===== src/rtl/crc_serial_pkg.sv =====
package crc_serial_pkg;
  // Strobes from control to datapath
  typedef struct packed {
    logic clear;     // zero the register and capture the polynomial
    logic shift;     // advance one bit
    logic zeroFill;  // feed 0 instead of the serial input
  } crcStrobe_t;
endpackage


===== src/rtl/crc_serial_ctrl.sv =====
module crc_serial_ctrl
  import crc_serial_pkg::*;
#(
  parameter int LEN_W = 16,
  parameter int DEG_W = 6,
  localparam int CNT_W = LEN_W + 1
) (
  input  logic             clk,
  input  logic             rstN,
  input  logic             start,
  input  logic             checkMode,
  input  logic [DEG_W-1:0] polyDegree,
  input  logic [LEN_W-1:0] msgLen,
  input  logic             bitValid,
  output crcStrobe_t       strobe,
  output logic             done,
  output logic             checkLatched
);
  logic             busy;
  logic [CNT_W-1:0] shiftCnt;
  logic [CNT_W-1:0] frameLen;
  logic [LEN_W-1:0] msgLenL;
  logic             inFill;
  logic             shiftEn;
  logic             lastShift;

  // Generate mode: after the message, zeros are fed on their own
  assign inFill    = !checkLatched && (shiftCnt >= CNT_W'(msgLenL));
  assign shiftEn   = busy && !start && (bitValid || inFill);
  assign lastShift = shiftEn && ((shiftCnt + CNT_W'(1)) == frameLen);

  always_comb begin
    strobe.clear    = start;
    strobe.shift    = shiftEn;
    strobe.zeroFill = inFill;
  end

  always_ff @(posedge clk or negedge rstN) begin
    if (!rstN) begin
      busy         <= 1'b0;
      shiftCnt     <= '0;
      frameLen     <= '0;
      msgLenL      <= '0;
      checkLatched <= 1'b0;
      done         <= 1'b0;
    end else begin
      done <= 1'b0;
      if (start) begin
        busy         <= 1'b1;
        shiftCnt     <= '0;
        checkLatched <= checkMode;
        msgLenL      <= msgLen;
        frameLen     <= CNT_W'(msgLen) + CNT_W'(polyDegree);
      end else if (shiftEn) begin
        shiftCnt <= shiftCnt + CNT_W'(1);
        if (lastShift) begin
          busy <= 1'b0;
          done <= 1'b1;
        end
      end
    end
  end
endmodule


===== src/rtl/crc_serial_dp.sv =====
module crc_serial_dp
  import crc_serial_pkg::*;
#(
  parameter int MAX_DEG = 32,
  parameter int DEG_W   = 6
) (
  input  logic               clk,
  input  logic               rstN,
  input  crcStrobe_t         strobe,
  input  logic [MAX_DEG-1:0] polyTaps,
  input  logic [DEG_W-1:0]   polyDegree,
  input  logic               bitIn,
  output logic [MAX_DEG-1:0] remainder,
  output logic               remNonZero,
  output logic [DEG_W-1:0]   degLatched
);
  logic [MAX_DEG-1:0] crcReg;
  logic [MAX_DEG-1:0] tapsL;
  logic [MAX_DEG-1:0] cellMask;
  logic [MAX_DEG-1:0] topSel;
  logic [MAX_DEG-1:0] nextReg;
  logic               feedBack;
  logic               inBit;

  assign inBit    = strobe.zeroFill ? 1'b0 : bitIn;
  assign feedBack = |(crcReg & topSel);

  for (genvar i = 0; i < MAX_DEG; i++) begin : g_cell
    assign cellMask[i] = (DEG_W'(i) < degLatched);
    assign topSel[i]   = (degLatched == DEG_W'(i + 1));
    if (i == 0) begin : g_low
      // lowest coefficient is always 1
      assign nextReg[i] = cellMask[i] & (inBit ^ feedBack);
    end else begin : g_up
      assign nextReg[i] = cellMask[i] & (crcReg[i-1] ^ (feedBack & tapsL[i]));
    end
  end

  always_ff @(posedge clk or negedge rstN) begin
    if (!rstN) begin
      crcReg     <= '0;
      tapsL      <= '0;
      degLatched <= '0;
    end else if (strobe.clear) begin
      crcReg     <= '0;
      tapsL      <= polyTaps;
      degLatched <= polyDegree;
    end else if (strobe.shift) begin
      crcReg <= nextReg;
    end
  end

  assign remainder  = crcReg;
  assign remNonZero = |crcReg;
endmodule


===== src/rtl/serial_crc_engine.sv =====
module serial_crc_engine
  import crc_serial_pkg::*;
#(
  parameter int MAX_DEG = 32,
  parameter int LEN_W   = 16,
  localparam int DEG_W  = $clog2(MAX_DEG + 1)
) (
  input  logic               clk,
  input  logic               rstN,
  input  logic               start,
  input  logic               checkMode,
  input  logic [MAX_DEG-1:0] polyTaps,
  input  logic [DEG_W-1:0]   polyDegree,
  input  logic [LEN_W-1:0]   msgLen,
  input  logic               bitIn,
  input  logic               bitValid,
  output logic [MAX_DEG-1:0] remainder,
  output logic               done,
  output logic               error
);
  crcStrobe_t       strobe;
  logic             checkLatched;
  logic             remNonZero;
  logic [DEG_W-1:0] activeDegree;

  crc_serial_ctrl #(.LEN_W(LEN_W), .DEG_W(DEG_W)) u_ctrl (
    .clk(clk), .rstN(rstN), .start(start), .checkMode(checkMode),
    .polyDegree(polyDegree), .msgLen(msgLen), .bitValid(bitValid),
    .strobe(strobe), .done(done), .checkLatched(checkLatched)
  );

  crc_serial_dp #(.MAX_DEG(MAX_DEG), .DEG_W(DEG_W)) u_dp (
    .clk(clk), .rstN(rstN), .strobe(strobe), .polyTaps(polyTaps),
    .polyDegree(polyDegree), .bitIn(bitIn), .remainder(remainder),
    .remNonZero(remNonZero), .degLatched(activeDegree)
  );

  assign error = done & checkLatched & remNonZero;
endmodule


===== config.mk =====
export PLATFORM = sky130hd
export DESIGN_NAME = serial_crc_engine
export DESIGN_NICKNAME = d
export VERILOG_FILES = /design/src/rtl/crc_serial_pkg.sv /design/src/rtl/crc_serial_ctrl.sv /design/src/rtl/crc_serial_dp.sv /design/src/rtl/serial_crc_engine.sv
export SDC_FILE = /design/constraint.sdc
export NUM_CORES = 1
export LEC_CHECK = 0
export ABC_AREA = 1
export BUFFER_PORTS_ARGS = -buffer_cell sky130_fd_sc_hd__clkbuf_2
export CORE_UTILIZATION = 49
export DETAILED_ROUTE_END_ITERATION = 16
export HOLD_SLACK_MARGIN = 0.15
export PLACE_DENSITY = 0.82
export SLEW_MARGIN = 25
export SYNTH_ARGS = -nofsm -noshare
export SYNTH_HDL_FRONTEND = slang
export SYNTH_SLANG_ARGS = --single-unit

===== constraint.sdc =====
create_clock -name clk -period 2.1 [get_ports clk]
set_input_delay 0.42 -clock clk [delete_from_list [all_inputs] [get_ports clk]]
set_output_delay 0.42 -clock clk [all_outputs]
set_load 0.03 [all_outputs]

==> summary.txt, run 1 <==
Floorplanning
  – Core Box Area: 0.0148 mm^2
  – Row count: 44
  – Die Y: 126 um
  – Initial core utilization: 50.9%
  – Die area: 0.0158 mm^2
  – I/O pin count: 94
  – DIE WIDTH: 126 um

Clocking
  – CTS tree: done
  – Root Driver: clkbuf_16
  – Clock buffer depth: 2
  – CTS Buf Count: 17
  – Worst-path clk slew: 60 ps
  – Clock sink count: 122
  – Max H-tree Level: 4
  – Worst-Skew Late Latency: 430 ps

Routing
  – Detailed Route Iter0 Violations: 1,019
  – Routed wire length: 25.6 mm
  – Drt first pass iters: 6
  – Top routing layer in use: met4
  – Routed vias/inst: 5.62
  – Antenna violation net count after detailed routing: 0
  – # DRC: 0
  – DR vias: 8,431
  – Met2 WL post-DR: 12.0 mm
  – Avg WL per Cell: 17.1 um
  – Met3 wire len: 1.99 mm
  – Met1 Wirelength: 10.6 mm

Yosys
  – Synth Instances: 1,110
  – Top FF cell, synth: dfrtp_1
  – Yosys reg bits: 122
  – Top post-synthesis cells by count: nand2_1, inv_1, dfrtp_1, nand3_1, nor2_1
  – Yosys top cell area share: 40.6%
  – Syn nets: 1,194
  – Most common cell in the netlist: nand2_1
  – Sequential share of the synthesized area: 40.6%
  – Syn. warnings: 0
  – Syn_area_per_cell: 6.77 um^2
  – Post-synth EDFFs: 0
  – Asr flop ratio synth: 100%
  – Top cells by area, synth: dfrtp_1, nand2_1, nand3_1
  – Dominant cell type by area after synthesis: dfrtp_1
  – Mapped cell area: 0.00751 mm^2
  – Yosys cell types: 35

Worst setup path
  – CP Class: flop to flop
  – Crit path cell chain: ha_4 > nand2_2 > nor2_2 > nand3_2 > nor2_2 > nor2_1 > nand2_1 > nand2_2 > nand2_4 > nand2_8 > nand2_8 > clkinv_8 > buf_12 > nand2_2 > o21ai_1
  – Crit Path Max Fanout: 8
  – Max stage delay on crit path: 460 ps
  – RR Startpoint: u_ctrl.shiftCnt[6]$_DFFE_PN0P_
  – Worst setup path start: u_ctrl.shiftCnt[6]$_DFFE_PN0P_
  – CP required: 2400 ps
  – Worst setup EP type: flop
  – Most frequent CP cell: nand2_2
  – Slowest-stage cell, CP: dfrtp_1
  – Critical Path AT: 2790 ps
  – Worst setup SP type: flop

Outcome
  – Status: complete, but fails checks
  – Failing checks: setup timing

Job
  – Max Cap Violations: 0

Place
  – Dpl cell area: 0.00883 mm^2
  – DP Wirelength: 16.4 mm
  – Cells after DPL: 1,444
  – Placer Congestion: 0.970
  – Port bufs: 92
  – Post-Place Setup Slack: -296 ps

STA
  – Final Critical Period: 2490 ps
  – Setup TNS: -16,090 ps
  – Final worst slack: -390 ps
  – Setup Skew: 10.6 ps
  – Period utilization: 119%
  – Final hold viol count: 0
  – Final setup violation count: 52
  – Achievable Freq: 0.402 GHz
  – Worst-Margin Slew: 469 ps
  – Slew headroom: 68.7%
  – RSZ-0062 raised after global routing: yes
  – Max Slew Vio Count: 0

Cells and area
  – Diode count: 0
  – Post-Layout Inst Area: 0.0105 mm^2
  – Layout cells sized above 1: 29.9%
  – Fin util: 71.5%
  – Fin cells: 1,501
  – Fillers: 1,083
  – Final net count: 1,388
  – P&R area growth vs syn: 40.4%

GRT
  – Vias in the first global route: 7,600
  – Initial antenna violation count: 0
  – Grt total ovfl: 0
  – Total GRT Usage: 29.9%
  – Largest net degree at the start of global routing: 66
  – First-pass GRT wire length: 37.2 mm

Worst hold path
  – Min-delay worst type: input pin to flop
  – HP Start: polyTaps[18]

Power
  – Worst IR Drop VDD: 631 uV
  – Leak pwr: 5.55 nW
  – Power density over cell area: 642 mW/mm^2
## critical path: cells and delay by family (launching register included)
| kind | cells | cell delay [ps] |
|---|---|---|
| fa+ha+maj | 1 | 310 |
| simple gates | 11 | 1270 |
| compound gates | 1 | 60 |
| flops | 1 | 460 |
| buf+inv | 2 | 250 |
## placed cells by master, fill, tap and decap left out, types with 6 or more instances in the layout
master and n:
buf_6 6, o21ai_2 15, nand2_2 31, nand4_1 26
nand3_2 10, nand3_1 95, o21ai_0 52, nor2_4 10
dfrtp_1 117, clkbuf_16 23, nor2_2 19, o22ai_2 9
inv_2 12, nand2_1 396, nor2_1 51, buf_4 93
ha_4 10, a21oi_1 18, clkbuf_2 89, buf_12 11
nand2_4 14, xor2_1 6, inv_1 122, ha_1 12
## registers in the layout, summed over array words and instances, names as in the netlist
signal               flops
u_ctrl.frameLen         17
u_dp.remainder          32
u_dp.tapsL              31
u_dp.degLatched          6
u_ctrl.busy              1
u_ctrl.checkLatched      1
u_ctrl.shiftCnt         17
u_ctrl.done              1
u_ctrl.msgLenL          16
## logic make-up after synthesis
| family | Yosys count | share of synthesized area [%] |
|---|---|---|
| AND/OR/NAND/NOR | 671 | 37.0 |
| buffers and inverters | 171 | 9.04 |
| XOR/XNOR | 9 | 1.23 |
| adder cells (fa/ha/maj) | 24 | 4.10 |
| flip-flops | 122 | 40.6 |
| AO/OA/AOI/OAI | 113 | 7.99 |
## final timing paths
path	end	slack (ps)	cells after the start
hold reg to reg	u_ctrl.busy$_DFFE_PN0P_	490	2
min in group asynchronous	u_ctrl.frameLen[16]$_DFFE_PN0P_	340	2
max in group asynchronous	u_dp.degLatched[4]$_DFFE_PN0P_	1220	3
hold / removal	u_dp.tapsL[18]$_DFFE_PN0P_	180	3
setup / recovery	u_dp.remainder[0]$_DFFE_PN0P_	-390	15
setup reg to reg	u_dp.remainder[0]$_DFFE_PN0P_	-390	15
## routing by layer
metal | vias to the layer above | global-route usage, %
met1 | 3940 | 40.3
li1 | 3929 | -
met4 | 0 | 11.1
met3 | 108 | 6.33
met5 | - | 0
met2 | 454 | 47.5
## report_power, final
part | switching [mW] | internal (mW) | leakage, nW
Combinational | 0.724 | 0.479 | 3.71
Sequential | 0.133 | 2.50 | 1.56
Clock | 1.14 | 1.80 | 0.278
Total | 2.00 | 4.77 | 5.55
## per-stage QoR
step / hold WS (ps) / power, mW
finish: 185 / 6.77
global route: 204 / 7.00
CTS: 186 / 6.53
detailed placement: 226 / 3.58
global placement: 227 / 3.56
floorplan: 124 / 3.14
## cell type report
class / instances / area [um^2] / share of cell area [%]
timing repair buffer: 210 / 1640 / 15.6
clock buffer: 20 / 457 / 4.33
inverter: 136 / 523 / 4.96
clock inverter: 12 / 124 / 1.17
tap: 184 / 230 / 2.18
multi-input combinational: 817 / 4510 / 42.8
sequential: 122 / 3060 / 29.0
## timing repair
item                       4_1_cts  5_1_grt
setup endpoints to repair       52       54
hold endpoints to repair       122        0
buffers inserted                 4       13
cloned                           0        7
resized for setup               28      175
hold buffers                     1        0
pin swaps                        4       49
Note: power is estimated with default switching activity, not from simulation.
==> run 2, diff against run 1 <==
- CORE_ASPECT_RATIO: default -> 0.6
- CORE_UTILIZATION: 49 -> 50
- PLACE_DENSITY: 0.82 -> 0.8
- clock period: 2.1 -> 2.7 ns (I/O delays scaled with it)
==> summary.txt, run 2 (synthesis results as in run 1) <==
STA
  – Slew headroom: 58.3%
  – Final Critical Period: 2700 ps
  – Final worst slack: -2.47 ps
  – Setup TNS: -2.47 ps
  – Setup Skew: 11.8 ps
  – RSZ-0062 raised after global routing: no
  – Worst-Margin Slew: 626 ps
  – Max Slew Vio Count: 0
  – Final hold viol count: 0
  – Final setup violation count: 1
  – Achievable Freq: 0.370 GHz
  – Worst hold slack: 137 ps
  – Period utilization: 100%

Power
  – Leak pwr: 4.78 nW
  – Power density over cell area: 558 mW/mm^2
  – Worst IR Drop VDD: 340 uV

Floorplanning
  – Die area: 0.0155 mm^2
  – Core Box Area: 0.0146 mm^2
  – DIE WIDTH: 160 um
  – I/O pin count: 94
  – Initial core utilization: 51.5%
  – Row count: 34
  – Die Y: 96.9 um

Routing
  – Antenna violation net count after detailed routing: 0
  – Detailed Route Iter0 Violations: 798
  – # DRC: 0
  – Routed vias/inst: 5.46
  – Avg WL per Cell: 16.1 um
  – Drt first pass iters: 7
  – Routed wire length: 22.8 mm
  – DR vias: 7,747

Clocking
  – Post-CTS Setup Bufs: 0
  – Worst-path clk slew: 70 ps
  – Max H-tree Level: 4
  – Clock sink count: 122
  – CTS tree: done
  – CTS Buf Count: 17
  – Worst-Skew Late Latency: 420 ps
  – Clock buffer depth: 2
  – Root Driver: clkbuf_16

Place
  – Placer Congestion: 1.01
  – Post-Place Setup Slack: -16.4 ps
  – Cells after DPL: 1,386
  – DP Wirelength: 16.1 mm
  – Port bufs: 92

GRT
  – Initial antenna violation count: 0
  – Total GRT Usage: 30.4%
  – Vias in the first global route: 7,039
  – Grt total ovfl: 0
  – First-pass GRT wire length: 36.9 mm
  – Largest net degree at the start of global routing: 84

Cells and area
  – Final net count: 1,292
  – Multi-input logic area: 0.00381 mm^2
  – Fin util: 60.8%
  – Most common cell after layout, fill and taps aside: nand2_1
  – Fillers: 1,336
  – Max FFs per register: 32
  – Diode count: 0
  – Layout cells sized above 1: 13.3%
  – Fin cells: 1,419
  – P&R area growth vs syn: 18.1%
  – Commonest non-fill, non-tap cells in the layout: nand2_1, inv_1, dfrtp_1
  – Storage cell area: 0.00305 mm^2

Worst setup path
  – Crit Path Max Fanout: 6
  – Worst setup SP type: flop
  – Worst setup EP type: primary output
  – Critical Path AT: 2160 ps
  – CP Class: flop to primary output
  – CP required: 2160 ps

Outcome
  – Failing checks: setup timing
  – Status: complete, but fails checks

Worst hold path
  – Min-delay worst type: input pin to async pin

Job
  – Max Cap Violations: 0
run 2: changes by cell type in the layout (fill, tap and decap cells not counted), moves of 10 or more:
cell	change
o21ai_2	-15
nor2_4	-10
ha_4	-10
nor2_2	-15
nor2_1	+25
nand3_1	+11
nand3_2	-10
nand2_1	+43
nand2_4	-13
nand2_2	-28
buf_4	-75
o22ai_1	+12
ha_1	+11
run 2: worst paths after layout:
path                                                start                         endpoint  slack, ps  cells after the start
setup / recovery           u_dp.remainder[13]$_DFFE_PN0P_                            error         -2                      6
hold / removal                                       rstN    u_dp.remainder[4]$_DFFE_PN0P_        140                      1
setup reg to reg           u_dp.degLatched[2]$_DFFE_PN0P_    u_dp.remainder[3]$_DFFE_PN0P_        140                     14
hold reg to reg                   u_ctrl.busy$_DFFE_PN0P_          u_ctrl.busy$_DFFE_PN0P_        490                      2
max in group asynchronous                            rstN  u_ctrl.shiftCnt[11]$_DFFE_PN0P_       1750                      2
min in group clk                             polyTaps[18]       u_dp.tapsL[18]$_DFFE_PN0P_        310                      3
run 2: worst max-delay path, stage by stage (launching register included):
cell and delay [ps]:
dfrtp_1 450, nor4_2 350, nand4_1 290, nor4_2 270, buf_4 170, nor2_1 40
clkbuf_2 170
run 2: cell type report:
cell class	instances	area share [%]
sequential	122	34.4
multi-input combinational	817	42.9
clock buffer	18	4.84
timing repair buffer	113	7.56
tap	198	2.79
timing repair inverter	1	0.0846
inverter	136	5.80
clock inverter	14	1.57
run 2: timing repair:
action	CTS	global route
setup endpoints to repair	1	26
hold endpoints to repair	0	0
hold buffers	0	0
pin swaps	0	1
cloned	0	1
gates resized for setup	1	7
run 2: power breakdown:
part	total, mW	internal, mW	switching (mW)	leakage, nW
Combinational	0.672	0.221	0.451	2.95
Sequential	2.05	1.94	0.109	1.57
Clock	2.23	1.29	0.945	0.270
Total	4.95	3.45	1.50	4.78
run 2: metrics by stage:
stage | power (mW) | instance area (um^2)
floorplan | 2.44 | 7510
global placement | 2.70 | 8260
detailed placement | 2.72 | 8260
CTS | 4.93 | 8840
global route | 5.15 | 8870
finish | 4.95 | 8870
run 2: per-layer routing:
| layer | vias up | track usage (%) | share of wire (%) |
|---|---|---|---|
| met5 | - | 0 | 0 |
| met4 | 0 | 6.52 | 1.7 |
| met3 | 41 | 6.99 | 11 |
| met2 | 421 | 41.2 | 39 |
| met1 | 3545 | 48.3 | 48 |
| li1 | 3740 | - | - |
